$ cat config.mk
export PLATFORM = sky130hd
export DESIGN_NAME = exu_int_unit
export DESIGN_NICKNAME = d
export VERILOG_FILES = /design/src/rtl/exu_pkg.sv /design/src/rtl/exu_operand_sel.sv /design/src/rtl/exu_addsub.sv /design/src/rtl/exu_logic.sv /design/src/rtl/exu_branch_cond.sv /design/src/rtl/exu_int_unit.sv
export SDC_FILE = /design/constraint.sdc
export NUM_CORES = 1
export LEC_CHECK = 0
export ABC_AREA = 1
export BUFFER_PORTS_ARGS = -buffer_cell sky130_fd_sc_hd__buf_2
export CAP_MARGIN = 40
export CELL_PAD_IN_SITES_DETAIL_PLACEMENT = 0
export CELL_PAD_IN_SITES_GLOBAL_PLACEMENT = 1
export CORE_MARGIN = 5
export CORE_UTILIZATION = 40
export DETAILED_ROUTE_END_ITERATION = 12
export GPL_ROUTABILITY_DRIVEN = 0
export PLACE_DENSITY_LB_ADDON = 0.2
export SETUP_SLACK_MARGIN = 0.2
export SYNTH_ARGS = -nofsm -noshare
export SYNTH_HDL_FRONTEND = slang
export SYNTH_HIERARCHICAL = 1
export SYNTH_SLANG_ARGS = --single-unit
export TNS_END_PERCENT = 50
$ cat constraint.sdc
create_clock -name vclk -period 6.7
set_input_delay 1.005 -clock vclk [all_inputs]
set_output_delay 1.005 -clock vclk [all_outputs]
set_load 0.05 [all_outputs]
$ cat src/rtl/exu_pkg.sv
package exu_pkg;
  localparam int XLEN  = 32;
  localparam int IMM_W = 16;
  localparam int OP_W  = 4;

  typedef enum logic [OP_W-1:0] {
    OP_ADD  = 4'd0,
    OP_ADDU = 4'd1,
    OP_SUB  = 4'd2,
    OP_SUBU = 4'd3,
    OP_AND  = 4'd4,
    OP_OR   = 4'd5,
    OP_XOR  = 4'd6,
    OP_LHI  = 4'd7
  } exu_op_e;
endpackage

$ cat src/rtl/exu_operand_sel.sv
module exu_operand_sel
  import exu_pkg::*;
#(
  parameter int W   = XLEN,
  parameter int IMW = IMM_W
) (
  input  logic [OP_W-1:0] op_i,
  input  logic [W-1:0]    reg_b_i,
  input  logic [IMW-1:0]  imm_i,
  input  logic            use_imm_i,
  output logic [W-1:0]    operand_o
);
  localparam int EXT_W = W - IMW;

  logic          sext;
  logic [W-1:0]  imm_ext;

  // only the signed arithmetic codes sign-extend
  assign sext    = (op_i == OP_ADD) || (op_i == OP_SUB);
  assign imm_ext = {{EXT_W{sext & imm_i[IMW-1]}}, imm_i};
  assign operand_o = use_imm_i ? imm_ext : reg_b_i;
endmodule

$ cat src/rtl/exu_addsub.sv
module exu_addsub #(
  parameter int W = 32
) (
  input  logic [W-1:0] a_i,
  input  logic [W-1:0] b_i,
  input  logic         sub_i,
  output logic [W-1:0] sum_o,
  output logic         sovf_o
);
  logic [W-1:0] b_eff;

  assign b_eff  = sub_i ? ~b_i : b_i;
  assign sum_o  = a_i + b_eff + {{(W-1){1'b0}}, sub_i};
  // same-sign inputs yielding opposite-sign output
  assign sovf_o = (a_i[W-1] == b_eff[W-1]) && (sum_o[W-1] != a_i[W-1]);
endmodule

$ cat src/rtl/exu_logic.sv
module exu_logic
  import exu_pkg::*;
#(
  parameter int W = XLEN
) (
  input  logic [OP_W-1:0] op_i,
  input  logic [W-1:0]    a_i,
  input  logic [W-1:0]    b_i,
  output logic [W-1:0]    out_o
);
  always_comb begin
    unique case (op_i)
      OP_AND:  out_o = a_i & b_i;
      OP_OR:   out_o = a_i | b_i;
      OP_XOR:  out_o = a_i ^ b_i;
      default: out_o = '0;
    endcase
  end
endmodule

$ cat src/rtl/exu_branch_cond.sv
module exu_branch_cond #(
  parameter int W = 32
) (
  input  logic [W-1:0] a_i,
  input  logic         fp_flag_i,
  output logic         zero_o,
  output logic         nonzero_o,
  output logic         fp_true_o,
  output logic         fp_false_o
);
  assign zero_o     = (a_i == '0);
  assign nonzero_o  = ~zero_o;
  assign fp_true_o  = fp_flag_i;
  assign fp_false_o = ~fp_flag_i;
endmodule

$ cat src/rtl/exu_int_unit.sv
module exu_int_unit
  import exu_pkg::*;
(
  input  logic [OP_W-1:0]  op_i,
  input  logic [XLEN-1:0]  src_a_i,
  input  logic [XLEN-1:0]  src_b_i,
  input  logic [IMM_W-1:0] imm_i,
  input  logic             use_imm_i,
  input  logic             fp_flag_i,
  output logic [XLEN-1:0]  result_o,
  output logic             ovf_o,
  output logic             br_zero_o,
  output logic             br_nonzero_o,
  output logic             br_fp_true_o,
  output logic             br_fp_false_o
);
  localparam int LO_W = XLEN - IMM_W;

  logic [XLEN-1:0] opnd_b, sum, logic_out;
  logic            sovf, is_sub, is_signed, is_arith;

  assign is_sub    = (op_i == OP_SUB) || (op_i == OP_SUBU);
  assign is_signed = (op_i == OP_ADD) || (op_i == OP_SUB);
  assign is_arith  = (op_i <= OP_SUBU);

  exu_operand_sel #(.W(XLEN), .IMW(IMM_W)) u_opsel (
    .op_i      (op_i),
    .reg_b_i   (src_b_i),
    .imm_i     (imm_i),
    .use_imm_i (use_imm_i),
    .operand_o (opnd_b)
  );

  exu_addsub #(.W(XLEN)) u_addsub (
    .a_i    (src_a_i),
    .b_i    (opnd_b),
    .sub_i  (is_sub),
    .sum_o  (sum),
    .sovf_o (sovf)
  );

  exu_logic #(.W(XLEN)) u_logic (
    .op_i  (op_i),
    .a_i   (src_a_i),
    .b_i   (opnd_b),
    .out_o (logic_out)
  );

  exu_branch_cond #(.W(XLEN)) u_brc (
    .a_i        (src_a_i),
    .fp_flag_i  (fp_flag_i),
    .zero_o     (br_zero_o),
    .nonzero_o  (br_nonzero_o),
    .fp_true_o  (br_fp_true_o),
    .fp_false_o (br_fp_false_o)
  );

  always_comb begin
    if (is_arith)            result_o = sum;
    else if (op_i == OP_LHI) result_o = {imm_i, {LO_W{1'b0}}};
    else                     result_o = logic_out;
  end

  // overflow flag is informational; result keeps the wrapped value
  assign ovf_o = is_signed & sovf;
endmodule

# [Word level (Yosys, flattened, before mapping)]
# Cells that the tools add are included.
[classes] n_addsub=2 n_lt_le_gt_ge=1 n_eq_ne=8 mux=5 n_bitwise=8 n_reduce_logical=5
[op_table] cell="2-to-1 mux 32 bit" n=4
[op_table] cell="one-hot mux 32 bit (3 select lines)" n=1
[op_table] cell="adder 32 x 1 -> 32 bit" n=1
[op_table] cell="adder 32 bit" n=1
[op_table] cell="bitwise AND 32 bit" n=1
[op_table] cell="logical NOT 32 bit" n=1
[op_table] cell="inverter 32 bit" n=1
[op_table] cell="OR 32 bit" n=1
[op_table] cell="bitwise XOR 32 bit" n=1
[op_table] cell="equality test 4 x 3 -> 1 bit (second input constant)" n=4
[op_table] cell="equality test 4 x 2 -> 1 bit (second input constant)" n=2
[op_table] cell="<= comparator 4 x 2 -> 1 bit (second input constant)" n=1
[op_table] cell="logical NOT 4 bit" n=1
[op_table] cell="bitwise AND 1 bit" n=2
[op_table] cell="logical OR 1 bit" n=2
[op_table] cell="inverter 1 bit" n=2
[op_table] cell="equality test 1 bit" n=1
[op_table] cell="logical AND 1 bit" n=1
[op_table] cell="!= test 1 bit" n=1
[word_totals] register_bits=0 out_inout_bits=37 elab_cells=29

# [Depth between registers and ports, before layout]
# Gate-level depths: netlist of run 1.
[logic_depth] word_depth=11 mapped_depth=23

# [By module]
# The synthesis of run 1 kept the hierarchy.
[modules_own_cells] mod="exu_addsub" n_inst=1 cells_each=459 area_per_inst_um2=2534.9 seq_area_each_um2=0.0
[modules_own_cells] mod="exu_logic" n_inst=1 cells_each=296 area_per_inst_um2=1934.4 seq_area_each_um2=0.0
[modules_own_cells] mod="exu_int_unit" n_inst=1 cells_each=182 area_per_inst_um2=813.3 seq_area_each_um2=0.0
[modules_own_cells] mod="exu_operand_sel" n_inst=1 cells_each=90 area_per_inst_um2=380.4 seq_area_each_um2=0.0
[modules_own_cells] mod="exu_branch_cond" n_inst=1 cells_each=66 area_per_inst_um2=261.5 seq_area_each_um2=0.0

# [Worst setup path after synthesis of run 1]
# Ideal clock, no wire load.
[synth_path] path_type="input port to output port" startpoint="input op_i[2]" endpoint="output ovf_o" t_arrival_ns=3.783 t_required_ns=5.695 path_slack_ns=1.912 stages=17 path_cell_list="nor2_4 > inv_2 > buf_4 > nor2_1 > buf_4 > buf_2 > xor2_1 > ha_1 > a21oi_1 > inv_1 > nor2_2 > nand2_1 > a21oi_1 > nand4_1 > nand2_1 > nand2_1 > nor2_1"
[synth_via] elab_cells_between_ends=15 cone_classes="2 x add/sub; 4 x eq/ne; 2 x mux; 3 x bitwise; 4 x reduce/logical"
[synth_rtl] element="start: declaration" line="exu_int_unit.sv:4" text="input logic [OP_W-1:0] op_i,"
[synth_rtl] element="equality test 4 x 2 -> 1 bit" line="exu_int_unit.sv:22" text="assign is_sub = (op_i == OP_SUB) || (op_i == OP_SUBU);"
[synth_rtl] element="logical OR 1 bit *" line="exu_int_unit.sv:22"
[synth_rtl] element="named net is_sub" line="exu_int_unit.sv:20" text="logic sovf, is_sub, is_signed, is_arith;"
[synth_rtl] element="2-to-1 mux 32 bit" line="exu_addsub.sv:12" text="assign b_eff = sub_i ? ~b_i : b_i;"
[synth_rtl] element="adder 32 bit" line="exu_addsub.sv:13" text="assign sum_o = a_i + b_eff + {{(W-1){1'b0}}, sub_i};"
[synth_rtl] element="adder 32 x 1 -> 32 bit" line="exu_addsub.sv:13"
[synth_rtl] element="!= test 1 bit" line="exu_addsub.sv:15" text="assign sovf_o = (a_i[W-1] == b_eff[W-1]) && (sum_o[W-1] != a_i[W-1]);"
[synth_rtl] element="logical AND 1 bit *" line="exu_addsub.sv:15"
[synth_rtl] element="named net sovf" line="exu_int_unit.sv:20"
[synth_rtl] element="bitwise AND 1 bit *" line="exu_int_unit.sv:65" text="assign ovf_o = is_signed & sovf;"
[synth_rtl] element="end: declaration" line="exu_int_unit.sv:11" text="output logic ovf_o,"
# Mark *: on every way through the listed nets, which the timed path passes. The rest lies on a longest branch.

# [Final worst setup path of run 1]
[layout_path] startpoint="input use_imm_i" endpoint="output result_o[30]"
[layout_via] elab_chain_len=6 elab_cells_between_ends=11 cone_classes="2 x add/sub; 5 x mux; 4 x bitwise"
[layout_lines] element="start: declaration" line="exu_int_unit.sv:8" text="input logic use_imm_i,"
[layout_lines] element="2-to-1 mux 32 bit *" line="exu_operand_sel.sv:21" text="assign operand_o = use_imm_i ? imm_ext : reg_b_i;"
[layout_lines] element="named net opnd_b[0]" line="exu_int_unit.sv:19" text="logic [XLEN-1:0] opnd_b, sum, logic_out;"
[layout_lines] element="inverter 32 bit" line="exu_addsub.sv:12"
[layout_lines] element="2-to-1 mux 32 bit *" line="exu_addsub.sv:12"
[layout_lines] element="adder 32 bit *" line="exu_addsub.sv:13"
[layout_lines] element="adder 32 x 1 -> 32 bit *" line="exu_addsub.sv:13"
[layout_lines] element="named net sum[30]" line="exu_int_unit.sv:19"
[layout_lines] element="2-to-1 mux 32 bit *" line="exu_int_unit.sv:59" text="if (is_arith) result_o = sum;"
[layout_lines] element="end: declaration" line="exu_int_unit.sv:10" text="output logic [XLEN-1:0] result_o,"
# Marked as above.

==> results of run 1 <==
[metrics by stage]
stage / cell area [um2] / power [mW] / util [%]
detailed placement: 6650 / 0.671 / 45.8
CTS: 6650 / 0.675 / 45.8
floorplan: 5920 / 0.493 / -
global placement: 6570 / 0.665 / 45.2
global route: 6650 / 0.748 / 45.8
finish: 6650 / 0.677 / 45.8
[path summary, 6_finish.rpt]
path  slack (ns)       from            to  cells after the start
min         2.31  fp_flag_i  br_fp_true_o                      2
max         1.40  use_imm_i  result_o[30]                     23
[area by class of cell]
class	instances	area, um2	area share [%]
multi-input cells	844	4900	73.7
repair buffers	130	741	11.1
well taps	184	230	3.46
inverters	208	781	11.7
[report_power, final]
| part | total (mW) | internal [mW] | switching [mW] | leakage, nW |
|---|---|---|---|---|
| Clock | 0 | 0 | 0 | 0 |
| Combinational | 0.677 | 0.208 | 0.470 | 4.21 |
| Sequential | 0 | 0 | 0 | 0 |
[synth_stat cells, types with 8 or more instances]
library cell,count,area [um2]
a21oi_1,31,155
buf_2,22,110
buf_4,12,90.1
ha_1,94,1180
inv_1,194,728
inv_2,13,48.8
nand2_1,314,1180
nand2_2,21,131
nand3_1,186,931
nand3b_1,20,150
nor2_1,69,259
nor2_2,8,50.1
nor2_4,8,90.1
o21ai_0,10,50.1
xor2_1,46,403
[per-layer routing]
layer / GRT usage, % / share of wire [%]
met5: 0 / 0
met4: 1.37 / 0.58
met3: 2.94 / 6.6
met2: 37.0 / 44
met1: 33.1 / 49
[worst max-delay path, cell delays in order]
cell and delay, ns:
buf_2 0.22, inv_2 0.46, nand2_1 0.11, nand2_1 0.17
inv_1 0.09, nand2_2 0.08, and2_1 0.18, inv_1 0.07
fa_1 0.41, inv_1 0.12, nand3_1 0.07, nand2_1 0.14
nand2_1 0.06, nand2_1 0.09, nand3_1 0.07, nand2_1 0.19
nand2_1 0.13, nand2_1 0.08, nand2_1 0.05, nand2_1 0.05
nand2_1 0.05, nand2_1 0.11, buf_2 0.27
[cells by family after synthesis]
family                     after synthesis  share of synthesized area (%)
and+or+nand+nor                        648                           50.3
buffers and inverters                  249                           17.5
adders and majority gates               95                           20.2
AOI/OAI and AO/OA                       52                           4.77
xor gates and xnor gates                49                           7.24
==> flow_summary.json, run 1 <==
{
  "tightest_slew_ns": 0.901,
  "cts_hold_buf": 0,
  "grt_pass1_vias": 6272,
  "area_growth_pct": 12.3,
  "hold_ws_ns": 2.31,
  "syn_area_um2": 5920,
  "fill_cells": 1648,
  "final_common_cell": "nand2_1",
  "stdcell_count": 1366,
  "ctsResizeCount": 0,
  "crit_required_ns": 5.69,
  "syn-num-nets": 1274,
  "synthCells": 1093,
  "ys_warn_count": 6,
  "dp_hpwl_mm": 17.4,
  "portBuffers": 123,
  "rsz0062_at_grt": "no",
  "finalSetupViolations": 0,
  "die_w_um": 132,
  "clock_buffers": 0,
  "leakage_nw": 4.21,
  "most-common-layout-cells": "314 x nand2_1, 194 x inv_1, 186 x nand3_1, 123 x buf_2, 94 x ha_1",
  "top_level_ports": 123,
  "drv_slew": 0,
  "min_path_type": "in -> out",
  "cp-start-kind": "input pin",
  "grt_overflow_total": 0,
  "setup_tns_ns": 0,
  "grt_pass1_wl_mm": 33.2,
  "antenna_left": 0,
  "drc": 0,
  "end_kind": "output port",
  "synth_cell_types": 36,
  "initial_core_util_pct": 40.8,
  "cts_setup_buffers": 0,
  "path_max_fanout": 32,
  "path_class": "in -> out",
  "final-hold-violation-count": 0,
  "antenna_found_initial": 0,
  "grt_max_degree": 97,
  "powerDensity_nw_per_um2": 102,
  "vias_per_cell": 5.05,
  "die_area_um2": 17300,
  "n_sequential_cell": 0,
  "dp_cells": 1366,
  "diodes": 0,
  "preCtsSetupSlack_ns": 1.43,
  "max-slew-margin-rel_pct": 39.9,
  "fin_nets": 1365,
  "drive_above_1_share_pct": 16.2,
  "routed_wirelength_mm": 20.9,
  "period_share_pct": 79.2,
  "globalRouteTotalUtil_pct": 22.6,
  "ir_drop_mv": 0.0469,
  "vias": 6904,
  "coreArea_um2": 14500,
  "min_period_ns": 5.30,
  "ys_seq_area_share_pct": 0,
  "die-height_um": 132,
  "regArea_um2": 0,
  "max_freq_ghz": 0.189,
  "status": "complete, no violations",
  "avgSynthCellArea_um2": 5.42,
  "drt-wirelength-per-cell_um": 15.3,
  "setup_ws_ns": 1.40,
  "dr.pass1.iters": 7,
  "critPathArrivalTime_ns": 4.30,
  "cap_viol_max_count": 0,
  "first_iter_violations": 532,
  "rows": 44
}
(Power assumes the default switching activity.)
==> inputs of run 2 (changes only) <==
--- a/config.mk
+++ b/config.mk
@@ -11,7 +11,7 @@
 export CELL_PAD_IN_SITES_DETAIL_PLACEMENT = 0
 export CELL_PAD_IN_SITES_GLOBAL_PLACEMENT = 1
 export CORE_MARGIN = 5
-export CORE_UTILIZATION = 40
+export CORE_UTILIZATION = 39
 export DETAILED_ROUTE_END_ITERATION = 12
 export GPL_ROUTABILITY_DRIVEN = 0
 export PLACE_DENSITY_LB_ADDON = 0.2
==> constraint.sdc (replaced) <==
create_clock -name vclk -period 5.3
set_input_delay 0.795 -clock vclk [all_inputs]
set_output_delay 0.795 -clock vclk [all_outputs]
set_load 0.05 [all_outputs]
==> flow_summary.json, run 2 (synthesis results as in run 1) <==
{
  "top_level_ports": 123,
  "status": "complete, no violations",
  "p_clk_share_pct": 0,
  "min_path_type": "in -> out",
  "critPathArrivalTime_ns": 3.68,
  "crit_required_ns": 4.51,
  "grt_pass1_wl_mm": 33.2,
  "end_kind": "output port",
  "die-height_um": 133,
  "max-slew-margin-rel_pct": 60.9,
  "ir_drop_mv": 0.0618,
  "fill_cells": 1765,
  "period_share_pct": 84.4,
  "area_growth_pct": 13.0,
  "grt_pass1_vias": 6204,
  "setup_tns_ns": 0,
  "cts_setup_buffers": 0,
  "seqPwrFrac_pct": 0,
  "stdcell_count": 1376,
  "drive_above_1_share_pct": 16.7,
  "fin_util_pct": 44.5,
  "clock_buffers": 0,
  "cts_hold_buf": 0,
  "rows": 45,
  "most-common-layout-cells": "314 x nand2_1, 194 x inv_1, 186 x nand3_1, 123 x buf_2, 94 x ha_1",
  "first_iter_violations": 457,
  "regArea_um2": 0,
  "drc": 0,
  "fin_nets": 1371,
  "routed_wirelength_mm": 21.3,
  "finalSetupViolations": 0,
  "drv_slew": 0,
  "initial_core_util_pct": 39.4,
  "dr.pass1.iters": 5,
  "n_sequential_cell": 0,
  "dp_hpwl_mm": 17.8,
  "globalRouteTotalUtil_pct": 22.9,
  "final_common_cell": "nand2_1",
  "ctsResizeCount": 0,
  "powerDensity_nw_per_um2": 129,
  "final-hold-violation-count": 0,
  "vias": 6846,
  "leakage_nw": 4.23,
  "max_freq_ghz": 0.224,
  "p_sw_uw": 599,
  "die_w_um": 133,
  "path_class": "in -> out",
  "p_int_uw": 266,
  "path_max_fanout": 16,
  "min_period_ns": 4.47,
  "swShare_pct": 69.3,
  "dp_cells": 1376,
  "antenna_left": 0,
  "diodes": 0,
  "vias_per_cell": 4.98,
  "antenna_found_initial": 0,
  "power_frac_comb_pct": 100.0,
  "p_total_uw": 865,
  "coreArea_um2": 15000,
  "rsz0062_at_grt": "no",
  "grt_max_degree": 49,
  "die_area_um2": 17800,
  "cap_viol_max_count": 0,
  "tightest_slew_ns": 0.585,
  "multi_input_area_um2": 4890,
  "drt-wirelength-per-cell_um": 15.5,
  "cp-start-kind": "input pin",
  "portBuffers": 123,
  "grt_overflow_total": 0
}
==> run 2: cell types whose count changed in the layout (fill, tap and decap cells not counted) <==
cell    change
buf_8       +1
buf_12      +1
buf_16      -1
nor2_2      +1
buf_4       +5
nor2_4      -1
==> run 2: power groups by stage <==
stage          clock network [mW]  registers, mW  logic (mW)
3_5_place_dp                    0              0       0.859
5_1_grt                         0              0       0.960
3_3_place_gp                    0              0       0.854
6_report                        0              0       0.865
2_1_floorplan                   0              0       0.623
4_1_cts                         0              0       0.864
==> run 2: path summary, 6_finish.rpt <==
| kind | startpoint | endpoint | slack, ns | cells past startpoint |
|---|---|---|---|---|
| min | fp_flag_i | br_fp_true_o | 1.89 | 2 |
| max | use_imm_i | ovf_o | 0.83 | 18 |
==> run 2: worst max-delay path: stages <==
cell	delay (ns)
buf_2	0.11
buf_4	0.19
nand2_4	0.10
nor2_4	0.04
nand2_4	0.20
nand2_1	0.15
xor2_1	0.17
ha_1	0.37
a21oi_1	0.24
inv_1	0.07
nor2_2	0.12
nand2_1	0.10
a21oi_1	0.37
nand4_1	0.16
nand2_1	0.09
nand2_1	0.05
nor2_1	0.09
buf_2	0.26
==> run 2: final cells by class <==
| class | count | share of cell area [%] |
|---|---|---|
| repair buffers | 136 | 11.7 |
| well taps | 188 | 3.51 |
| multi-input cells | 844 | 73.1 |
| inverters | 208 | 11.7 |
==> run 2: metal layers <==
metal	global-route usage, %	wire length (um)	vias up	share of wire (%)
li1	-	-	3578	-
met3	2.42	1240	16	5.8
met4	2.00	204	0	0.96
met1	33.9	10600	3091	50
met5	0	0	-	0
met2	37.0	9280	161	43
==> run 2: metrics by stage <==
stage                     instance area [um2]  worst slack (ns)  hold slack (ns)
final                                    6700             0.826             1.89
after CTS                                6700             0.866             1.89
after global routing                     6700             0.533             1.90
after global placement                   6610             0.885             1.89
after floorplan                          5920             0.932             1.76
after detailed placement                 6700             0.881             1.89
